===== src/rtl/exw_pkg.sv =====
package exw_pkg;

   typedef enum logic [1:0] {
      EXW_OFF  = 2'b00,
      EXW_RISE = 2'b01,
      EXW_FALL = 2'b10,
      EXW_ANY  = 2'b11
   } exw_mode_e;

   typedef enum logic [1:0] {
      ST_RUN  = 2'd0,
      ST_PD   = 2'd1,
      ST_STAB = 2'd2
   } exw_state_e;

endpackage


===== src/rtl/exw_sync.sv =====
module exw_sync #(
   parameter int WIDTH  = 8,
   parameter int STAGES = 2
) (
   input  logic             clk,
   input  logic             rst_n,
   input  logic [WIDTH-1:0] din,
   output logic [WIDTH-1:0] dout
);

   logic [WIDTH-1:0] stage_q [STAGES];

   always_ff @(posedge clk or negedge rst_n) begin
      if (!rst_n) stage_q[0] <= '0;
      else        stage_q[0] <= din;
   end

   for (genvar k = 1; k < STAGES; k++) begin : g_stage
      always_ff @(posedge clk or negedge rst_n) begin
         if (!rst_n) stage_q[k] <= '0;
         else        stage_q[k] <= stage_q[k-1];
      end
   end

   assign dout = stage_q[STAGES-1];

endmodule


===== src/rtl/exw_chan.sv =====
module exw_chan
   import exw_pkg::*;
(
   input  logic      clk,
   input  logic      rst_n,
   input  exw_mode_e mode,
   input  logic      pin_s,
   input  logic      pin_raw,
   input  logic      run,
   input  logic      pd_enter,
   input  logic      wake_fire,
   input  logic      flag_clr,
   output logic      flag,
   output logic      exit_lvl,
   output logic      wake_lvl
);

   logic prev_q;
   logic snap_q;
   logic rise;
   logic fall;
   logic edge_hit;
   logic set_ev;

   assign rise = pin_s & ~prev_q;
   assign fall = ~pin_s & prev_q;

   always_comb begin
      edge_hit = 1'b0;
      exit_lvl = 1'b0;
      wake_lvl = 1'b0;
      unique case (mode)
         EXW_RISE: begin
            edge_hit = rise;
            exit_lvl = pin_s;
            wake_lvl = pin_raw;
         end
         EXW_FALL: begin
            edge_hit = fall;
            exit_lvl = ~pin_s;
            wake_lvl = ~pin_raw;
         end
         EXW_ANY: begin
            edge_hit = rise | fall;
            exit_lvl = 1'b0;
            wake_lvl = pin_raw ^ snap_q;
         end
         default: begin
            edge_hit = 1'b0;
         end
      endcase
   end

   assign set_ev = (run & edge_hit) | (wake_fire & wake_lvl);

   always_ff @(posedge clk or negedge rst_n) begin
      if (!rst_n) begin
         prev_q <= 1'b0;
         snap_q <= 1'b0;
         flag   <= 1'b0;
      end else begin
         prev_q <= pin_s;
         if (pd_enter) snap_q <= pin_s;
         if (set_ev)        flag <= 1'b1;
         else if (flag_clr) flag <= 1'b0;
      end
   end

   // a set event beats a same-cycle clear
   p_set_wins_r9: assert property (@(posedge clk) disable iff (!rst_n)
      (set_ev && flag_clr) |=> flag);

   // a disabled channel never raises its flag
   p_off_silent_r2: assert property (@(posedge clk) disable iff (!rst_n)
      (mode == EXW_OFF && !flag) |=> !flag);

   // without run mode or a wake commit the flag cannot rise
   p_quiet_idle_r10: assert property (@(posedge clk) disable iff (!rst_n)
      (!run && !wake_fire && !flag) |=> !flag);

endmodule


===== src/rtl/exw_wake_fsm.sv =====
module exw_wake_fsm
   import exw_pkg::*;
#(
   parameter int MIN_WAKE = 4,
   parameter int STAB_W   = 8
) (
   input  logic              clk,
   input  logic              rst_n,
   input  logic              pd_req,
   input  logic              exit_any,
   input  logic              wake_any,
   input  logic [STAB_W-1:0] pd_delay,
   output logic              pd_enter,
   output logic              wake_fire,
   output logic              wake,
   output logic              clk_run
);

   localparam int              FW      = $clog2(MIN_WAKE + 1);
   localparam logic [FW-1:0]   FIRE_AT = FW'(MIN_WAKE - 1);

   exw_state_e        state;
   logic [FW-1:0]     fcnt;
   logic [STAB_W-1:0] scnt;

   assign clk_run   = (state == ST_RUN);
   assign pd_enter  = (state == ST_RUN) && pd_req && !exit_any;
   assign wake_fire = (state == ST_PD) && wake_any && (fcnt == FIRE_AT);

   always_ff @(posedge clk or negedge rst_n) begin
      if (!rst_n) begin
         state <= ST_RUN;
         fcnt  <= '0;
         scnt  <= '0;
         wake  <= 1'b0;
      end else begin
         wake <= wake_fire;
         unique case (state)
            ST_RUN: begin
               fcnt <= '0;
               scnt <= '0;
               if (pd_enter) state <= ST_PD;
            end
            ST_PD: begin
               if (!wake_any) begin
                  fcnt <= '0;
               end else if (fcnt == FIRE_AT) begin
                  fcnt  <= '0;
                  state <= ST_STAB;
               end else begin
                  fcnt <= fcnt + 1'b1;
               end
            end
            ST_STAB: begin
               if (scnt == pd_delay) begin
                  scnt  <= '0;
                  state <= ST_RUN;
               end else begin
                  scnt <= scnt + 1'b1;
               end
            end
            default: state <= ST_RUN;
         endcase
      end
   end

   // a request met by an exit level leaves run mode in place
   p_refuse_r4: assert property (@(posedge clk) disable iff (!rst_n)
      (state == ST_RUN && pd_req && exit_any) |=> state == ST_RUN);

   // power-down persists while no channel shows a wake level
   p_filter_r5: assert property (@(posedge clk) disable iff (!rst_n)
      (state == ST_PD && !wake_any) |=> state == ST_PD);

   // a wake pulse only follows power-down
   p_wake_src_r6: assert property (@(posedge clk) disable iff (!rst_n)
      wake |-> $past(state) == ST_PD);

   // the stabilisation wait is not cut short
   p_stab_hold_r7: assert property (@(posedge clk) disable iff (!rst_n)
      (state == ST_STAB && scnt != pd_delay && $stable(pd_delay)) |=> state == ST_STAB);

endmodule


===== src/rtl/exint_wake_ctrl.sv =====
module exint_wake_ctrl
   import exw_pkg::*;
#(
   parameter int N_CH        = 8,
   parameter int CFG_W       = 16,
   parameter int SYNC_STAGES = 2,
   parameter int MIN_WAKE    = 4,
   parameter int STAB_W      = 8
) (
   input  logic              clk,
   input  logic              rst_n,
   input  logic              cfg_we,
   input  logic [CFG_W-1:0]  cfg_wdata,
   output logic [CFG_W-1:0]  cfg_rdata,
   input  logic [N_CH-1:0]   pin_raw,
   input  logic [N_CH-1:0]   irq_en,
   input  logic              pd_req,
   input  logic [STAB_W-1:0] pd_delay,
   input  logic [N_CH-1:0]   flag_clr,
   output logic [N_CH-1:0]   req_flag,
   output logic [N_CH-1:0]   svc_req,
   output logic              wake,
   output logic              clk_run
);

   localparam int FIELD_W = 2;

   if (CFG_W != FIELD_W * N_CH) begin : g_bad_width
      $error("CFG_W must hold one two-bit field per channel");
   end
   if (SYNC_STAGES < 2) begin : g_bad_sync
      $error("SYNC_STAGES must be at least 2");
   end
   if (MIN_WAKE < 1) begin : g_bad_wake
      $error("MIN_WAKE must be at least 1");
   end

   logic [CFG_W-1:0] cfg_q;
   logic [N_CH-1:0]  pin_s;
   logic [N_CH-1:0]  exit_lvl;
   logic [N_CH-1:0]  wake_lvl;
   logic             pd_enter;
   logic             wake_fire;

   always_ff @(posedge clk or negedge rst_n) begin
      if (!rst_n)      cfg_q <= '0;
      else if (cfg_we) cfg_q <= cfg_wdata;
   end
   assign cfg_rdata = cfg_q;

   exw_sync #(
      .WIDTH  (N_CH),
      .STAGES (SYNC_STAGES)
   ) u_sync (
      .clk   (clk),
      .rst_n (rst_n),
      .din   (pin_raw),
      .dout  (pin_s)
   );

   for (genvar i = 0; i < N_CH; i++) begin : g_ch
      exw_chan u_chan (
         .clk       (clk),
         .rst_n     (rst_n),
         .mode      (exw_mode_e'(cfg_q[FIELD_W*i +: FIELD_W])),
         .pin_s     (pin_s[i]),
         .pin_raw   (pin_raw[i]),
         .run       (clk_run),
         .pd_enter  (pd_enter),
         .wake_fire (wake_fire),
         .flag_clr  (flag_clr[i]),
         .flag      (req_flag[i]),
         .exit_lvl  (exit_lvl[i]),
         .wake_lvl  (wake_lvl[i])
      );
   end

   exw_wake_fsm #(
      .MIN_WAKE (MIN_WAKE),
      .STAB_W   (STAB_W)
   ) u_fsm (
      .clk       (clk),
      .rst_n     (rst_n),
      .pd_req    (pd_req),
      .exit_any  (|exit_lvl),
      .wake_any  (|wake_lvl),
      .pd_delay  (pd_delay),
      .pd_enter  (pd_enter),
      .wake_fire (wake_fire),
      .wake      (wake),
      .clk_run   (clk_run)
   );

   assign svc_req = {N_CH{clk_run}} & req_flag & irq_en;

   // the control register only moves on a write strobe
   p_cfg_hold_r1: assert property (@(posedge clk) disable iff (!rst_n)
      !cfg_we |=> $stable(cfg_rdata));

endmodule


===== config.mk =====
export PLATFORM = sky130hd
export DESIGN_NAME = exint_wake_ctrl
export DESIGN_NICKNAME = d
export VERILOG_FILES = /design/src/rtl/exw_pkg.sv /design/src/rtl/exw_sync.sv /design/src/rtl/exw_chan.sv /design/src/rtl/exw_wake_fsm.sv /design/src/rtl/exint_wake_ctrl.sv
export SDC_FILE = /design/constraint.sdc
export NUM_CORES = 1
export LEC_CHECK = 0
export CAP_MARGIN = 10
export CORE_AREA = 8 8 97 99
export CTS_CLUSTER_SIZE = 16
export DETAILED_ROUTE_END_ITERATION = 12
export DIE_AREA = 0 0 105 107
export PLACE_DENSITY = 0.73
export SLEW_MARGIN = 20
export SYNTH_ARGS = -nofsm -noshare
export SYNTH_HDL_FRONTEND = slang
export SYNTH_SLANG_ARGS = --single-unit

===== constraint.sdc =====
create_clock -name clk -period 2 [get_ports clk]
set_input_delay 0.3 -clock clk [delete_from_list [all_inputs] [get_ports clk]]
set_output_delay 0.3 -clock clk [all_outputs]
set_load 0.01 [all_outputs]

# == After elaboration in Yosys (flattened, before gate mapping) ==
# Cells that the tools add are included.
# op_classes
order_cmp,0
shifts,0
eq_ne,32
multipliers,0
mux,50
n_bitwise,82
add_sub_neg,2
n_div,0
n_reduce_logical,19
# ops
cell,count
one-hot mux 1 bit (3 select lines),16
== test 2 bit (second input constant),17
AND 1 bit,32
inverter 1 bit,24
nonzero test 2 bit,10
== test 2 x 1 -> 1 bit (second input constant),9
AND 8 bit,2
2-to-1 mux 1 bit,16
OR 1 bit,16
one-hot mux 1 bit (2 select lines),8
one-hot mux 8 bit (2 select lines),1
OR reduction 8 bit,2
adder 8 x 1 -> 8 bit (second input constant),1
== test 8 bit,1
2-to-1 mux 2 bit,4
2-to-1 mux 8 bit,1
bitwise XOR 1 bit,8
2-to-1 mux 3 bit,2
!= test 2 x 1 -> 1 bit (second input constant),3
one-hot mux 2 bit (3 select lines),1
one-hot mux 3 bit (2 select lines),1
logical AND 1 bit,4
AND reduction 4 bit,1
adder 3 x 1 -> 3 bit (second input constant),1
4 further kinds,4
# word_totals
out_inout_bits,34
ff_bits,70
ramBits,0
memories,0
latchBits,0
in_bits,52
rom_bits,0

# == Longest topological paths before layout ==
# depth
depth_word,8
mapped_depth,7
mapped_depth_nobuf,6

# == By module ==
# From an unflattened synthesis, not the netlist that was laid out.
# unflattened
hier_cells,347
hier_area_um2,3706.1
# modules_own_cells
module,seq_area_each_um2,instances,area_each_um2,cells_per_inst
exw_chan,75.1,8,207.7,23
exw_wake_fsm,350.3,1,852.1,91
exint_wake_ctrl,400.4,1,732.0,48
exw_sync,400.4,1,460.4,24

# == Least setup slack after synthesis ==
# OpenSTA, ideal clock, no wires.
# synth_path
path_kind,register -> register
start,"reg cfg_q[5], in the netlist cfg_rdata[5]"
end,reg g_ch[0].u_chan.snap_q
synth_period_minus_slack_ns,1.742
setup_ns,0.125
path_slack_ns,0.258
n_path_buf,0
required_time_ns,1.875
path_stages_with_launch,6
t_arrival_ns,1.617
path_cell_list,dfrtp_1 or2b_2 o22ai_1 nor4_1 nand3_4 mux2_2
# synth_via
elab_chain_len,5
elab_cells_between_ends,6
cone_classes,eq/ne (2); mux (1); reduce/logical (3)
# synth_lines
item,line_no,rtl
"start, declared",exint_wake_ctrl.sv:38,logic [CFG_W-1:0] cfg_q;
"start signal, assigned",exint_wake_ctrl.sv:47,else if (cfg_we) cfg_q <= cfg_wdata;
== test 2 bit / == test 2 x 1 -> 1 bit (equally long branches),exw_chan.sv:32,unique case (mode)
one-hot mux 1 bit (2 select lines) *,exw_chan.sv:32,
OR reduction 8 bit *,exint_wake_ctrl.sv:85,".exit_any (|exit_lvl),"
logical NOT 1 bit *,exw_wake_fsm.sv:27,assign pd_enter = (state == ST_RUN) && pd_req && !exit_any;
logical AND 1 bit *,exw_wake_fsm.sv:27,
"end signal, assigned",exw_chan.sv:63,if (pd_enter) snap_q <= pin_s;
"end, declared",exw_chan.sv:19,logic snap_q;
# Mark *: on every way between the ends. The rest lies on a longest branch, timed or not.
# A chain may end at the register's enable or synchronous reset.

# == Worst setup path in the final report ==
# layout_path
start,reg u_fsm.state[1]
end,out svc_req[6]
# layout_via
elab_chain_len,3
# layout_lines
item,line_no,rtl
"start, declared",exw_wake_fsm.sv:22,exw_state_e state;
"start signal, assigned",exw_wake_fsm.sv:32,state <= ST_RUN;
"start signal, assigned",exw_wake_fsm.sv:42,if (pd_enter) state <= ST_PD;
"start signal, assigned",exw_wake_fsm.sv:49,state <= ST_STAB;
logical NOT 2 bit,exw_wake_fsm.sv:26,assign clk_run = (state == ST_RUN);
AND 8 bit (2 in series),exint_wake_ctrl.sv:94,assign svc_req = {N_CH{clk_run}} & req_flag & irq_en;
"end, declared",exint_wake_ctrl.sv:21,"output logic [N_CH-1:0] svc_req,"
# No other way between the ends.

==> impl_results.md <==
- WP data arrival: approximately 1600 ps
- Worst Hold End: u_sync.dout[4]
- Per-cell routed wire length: 16.0 um
- Worst path bufs/invs: 4
- Max VDD drop: roughly 0.00056 V
- Final hold vios: 0
- Busiest grt layer: met2
- Crit-path cells: or2_4 > clkinv_4 > buf_12 > buf_4 > and3_1 > clkdlybuf4s15_1
- Crit path max fanout: 4
- Compound-Gate Fraction of Synth Area: 10.1%
- Leakage: roughly 2.1 nW
- # nets final: just under 500
- CTS tree: yes
- Synthesized area: 3480 sq um
- Final GP Congestion: approximately 0.8
- RR Endpoint: g_ch[5].u_chan.snap_q
- DR vias/cell: approximately 5.2
- Dpl ws: about 100 ps
- Ys flop type: dfrtp_1
- 1st-pass router iterations: 4
- Initial antenna violation count: 0
- Delay-heaviest family, CP: buffers and inverters
- Cells after synthesis: 322
- Crit-path slowest cell: dfrtp_1
- Max stage delay on crit path: 380 ps
- CTS root buf: clkbuf_8
- Largest net degree at the start of global routing: 51
- Outcome: finished, final reports clean
- Total number of vias: about 2.7k
- GRT met2 Usage: a little over a quarter
- Final Skew: 9.88 ps
- Final Max Tran Viols: 0
- Asr flop ratio synth: 100%
- Area growth from synthesis to layout: 33.6%
- I/O Buffers: 85
- Most frequent cells in the layout: clkdlybuf4s50_1 (75), dfrtp_1 (70), inv_1 (29)
- Largest family of logic cells by synthesized area: simple AND/OR/NAND/NOR gates
- Io pins: 86
- Worst Tran Pin Value: ~440 ps
- Post-Syn Area per Cell: 10.8 sq um
- DRT iter0 DRCs: 86
- GR Overflow Total: 0
- Vias in the first global route: around 2.8k
- Commonest non-fill, non-tap cell in the layout: clkdlybuf4s50_1
- # Max-Cap Violations: 0
- ANT nets after route: 0
- Clock slew at reported path FFs: about 70 ps
- Final Non-Filler Cells: roughly 530
- Final setup viols: 0
- Count of cell types in the netlist: 39
- FMAX: between 0.5 and 0.6 GHz
- Critical Path End Type: output port
- Pwr Density: ~900 nW/um^2
- Crit path time final: slightly below 2000 ps
- Pwr Total: approximately 4.2 mW
- Total core area: 7930 sq um
- Syn nets: approximately 390
- Final period util: a little over nine tenths
- FF-to-FF path depth: 6
- Share of cells above drive strength 1: around 14%
- Number of flops mapped to enable cells by yosys: 0
- DP HPWL: around 6300 um
- Cell count after placement: about 510
- WS Path Type: reg -> out
- HP Class: reg -> reg
- R2r setup slk: about 210 ps
- Clk_lat worst skew: ~350 ps
- Seq/Total Area, Yosys: 50.3%
- Die ar.: between 10000 and 15000 sq um
- Hold depth: 0
- H-tree levels: 3
- Die X: 105 um
- Final core utilization: 58.7%
- Final worst-path setup slack: 60.1 ps
- # DRC: 0
- RSZ-0062 raised after global routing: false
- TritonCTS buffer count: 9
- FF-to-FF Start: cfg_rdata[15]
- Slew margin rel.: between 70% and 80%
- Hold wc startpoint: u_sync.stage_q[12]
- Critical Path RT: between 1500 and 2000 ps
- Met3 Use GR: under 10%
- CTS sink count: 70
- Post-Synth Adder-Cell Area: 6.47%
- Die Ht: 107 um
- Initial Util: 43.9%
- Final wirelength: approximately 8400 um
- M1 GR Usage: between 10% and 20%
- Synthesis-stage register bit count: 70
- Post-synthesis simple-gate area fraction: 16.1%
- GRT Util Overall: between 15 and 20%
- Startpoint types: flip-flop
- First-pass GRT wire length: 14300 um
- Post-synthesis mux area share: between 8 and 9%
- Row Count: 33
- # diodes: 0
- Maximum clock path buffer count: 2
- Ys Warns: 0
- Hold_ws: roughly 350 ps
- XOR/XNOR Fraction of Synth Area: approximately 3.3%
-- flip-flops by register name (all words and copies together), names as in the netlist, 2 cells and up --
signal              count
cfg_rdata              16
g_ch.u_chan.flag        8
g_ch.u_chan.prev_q      8
g_ch.u_chan.snap_q      8
u_fsm.fcnt              3
u_fsm.scnt              8
u_fsm.state             2
u_sync.dout             8
u_sync.stage_q          8
-- routing by layer --
metal | vias to the layer above | share of wire [%]
li1 | 1298 | -
met1 | 1358 | 45
met2 | 82 | 47
met3 | 9 | 6.3
met4 | 0 | 1.2
met5 | - | 0
-- Yosys cell counts, types with 3 or more instances --
cell / count / area share, %
clkbuf_1: 3 / 0.32
nor3b_1: 3 / 0.65
a32oi_1: 8 / 2.0
buf_4: 8 / 1.7
xnor2_1: 10 / 2.5
mux2_2: 23 / 7.4
nor2b_1: 11 / 2.0
o21ai_0: 11 / 1.6
nand2_1: 22 / 2.4
o221ai_1: 8 / 2.0
a21oi_1: 13 / 1.9
o22ai_1: 4 / 0.72
xor2_1: 3 / 0.75
dfrtp_1: 70 / 50
or2b_1: 4 / 0.86
inv_1: 29 / 3.1
and3_1: 9 / 1.6
nand4_1: 6 / 1.1
nand2b_1: 18 / 3.2
ha_1: 18 / 6.5
nor2_1: 19 / 2.0
-- worst register-to-register path, stage by stage (launching register included) --
cell	delay, ps
dfrtp_1	450
or2b_1	200
o21ai_0	90
nor4_1	290
buf_4	170
nand3_4	150
mux2_2	320
-- repair_timing --
action,CTS,global route
endpoints found under the setup margin,9,5
hold buffers,1,0
pin swaps,0,0
gates resized for setup,13,6
setup buffers,6,0
hold endpoints to repair,70,0
-- logic make-up (layout without fill, tap and decap cells) --
group | Yosys count | after routing
flops | 70 | 70
fa+ha+maj | 18 | 18
compound gates | 51 | 51
simple gates | 102 | 102
mux | 25 | 25
buf+inv | 43 | 144
xor+xnor | 13 | 13
-- final cells by class --
class                      count  area, sq um
clock inverter                 3         15.0
fill                         674         3270
sequential                    70         1750
clock buffer                  10          128
timing repair buffer         101          981
multi-input combinational    209         1530
inverter                      30          118
tap                          105          131
-- through the flow --
step	instance area, sq um	TNS [ps]
2_1_floorplan	3480	0
3_3_place_gp	4450	0
3_5_place_dp	4450	0
4_1_cts	4670	-8.83
5_1_grt	4650	0
6_report	4650	0
-- power by group --
group          switching, mW  internal [mW]  total (mW)
registers              0.216           1.65        1.87
clock network          0.490          0.423       0.912
logic                  0.633          0.820        1.45
total                   1.34           2.89        4.23
-- how the worst max path moves through the flow --
| stage | start | to | slack, ps | cells past startpoint |
|---|---|---|---|---|
| finish | u_fsm.state[1] | svc_req[6] | 60 | 6 |
| global route | cfg_rdata[10] | g_ch[2].u_chan.snap_q | 3 | 6 |
| CTS | u_fsm.state[1] | svc_req[3] | -9 | 6 |
| detailed placement | pin_raw[2] | u_fsm.fcnt[1] | 100 | 6 |
| global placement | pin_raw[2] | u_fsm.fcnt[1] | 90 | 6 |
| floorplan | cfg_rdata[5] | g_ch[0].u_chan.snap_q | 260 | 5 |
(Power assumes the default switching activity.)
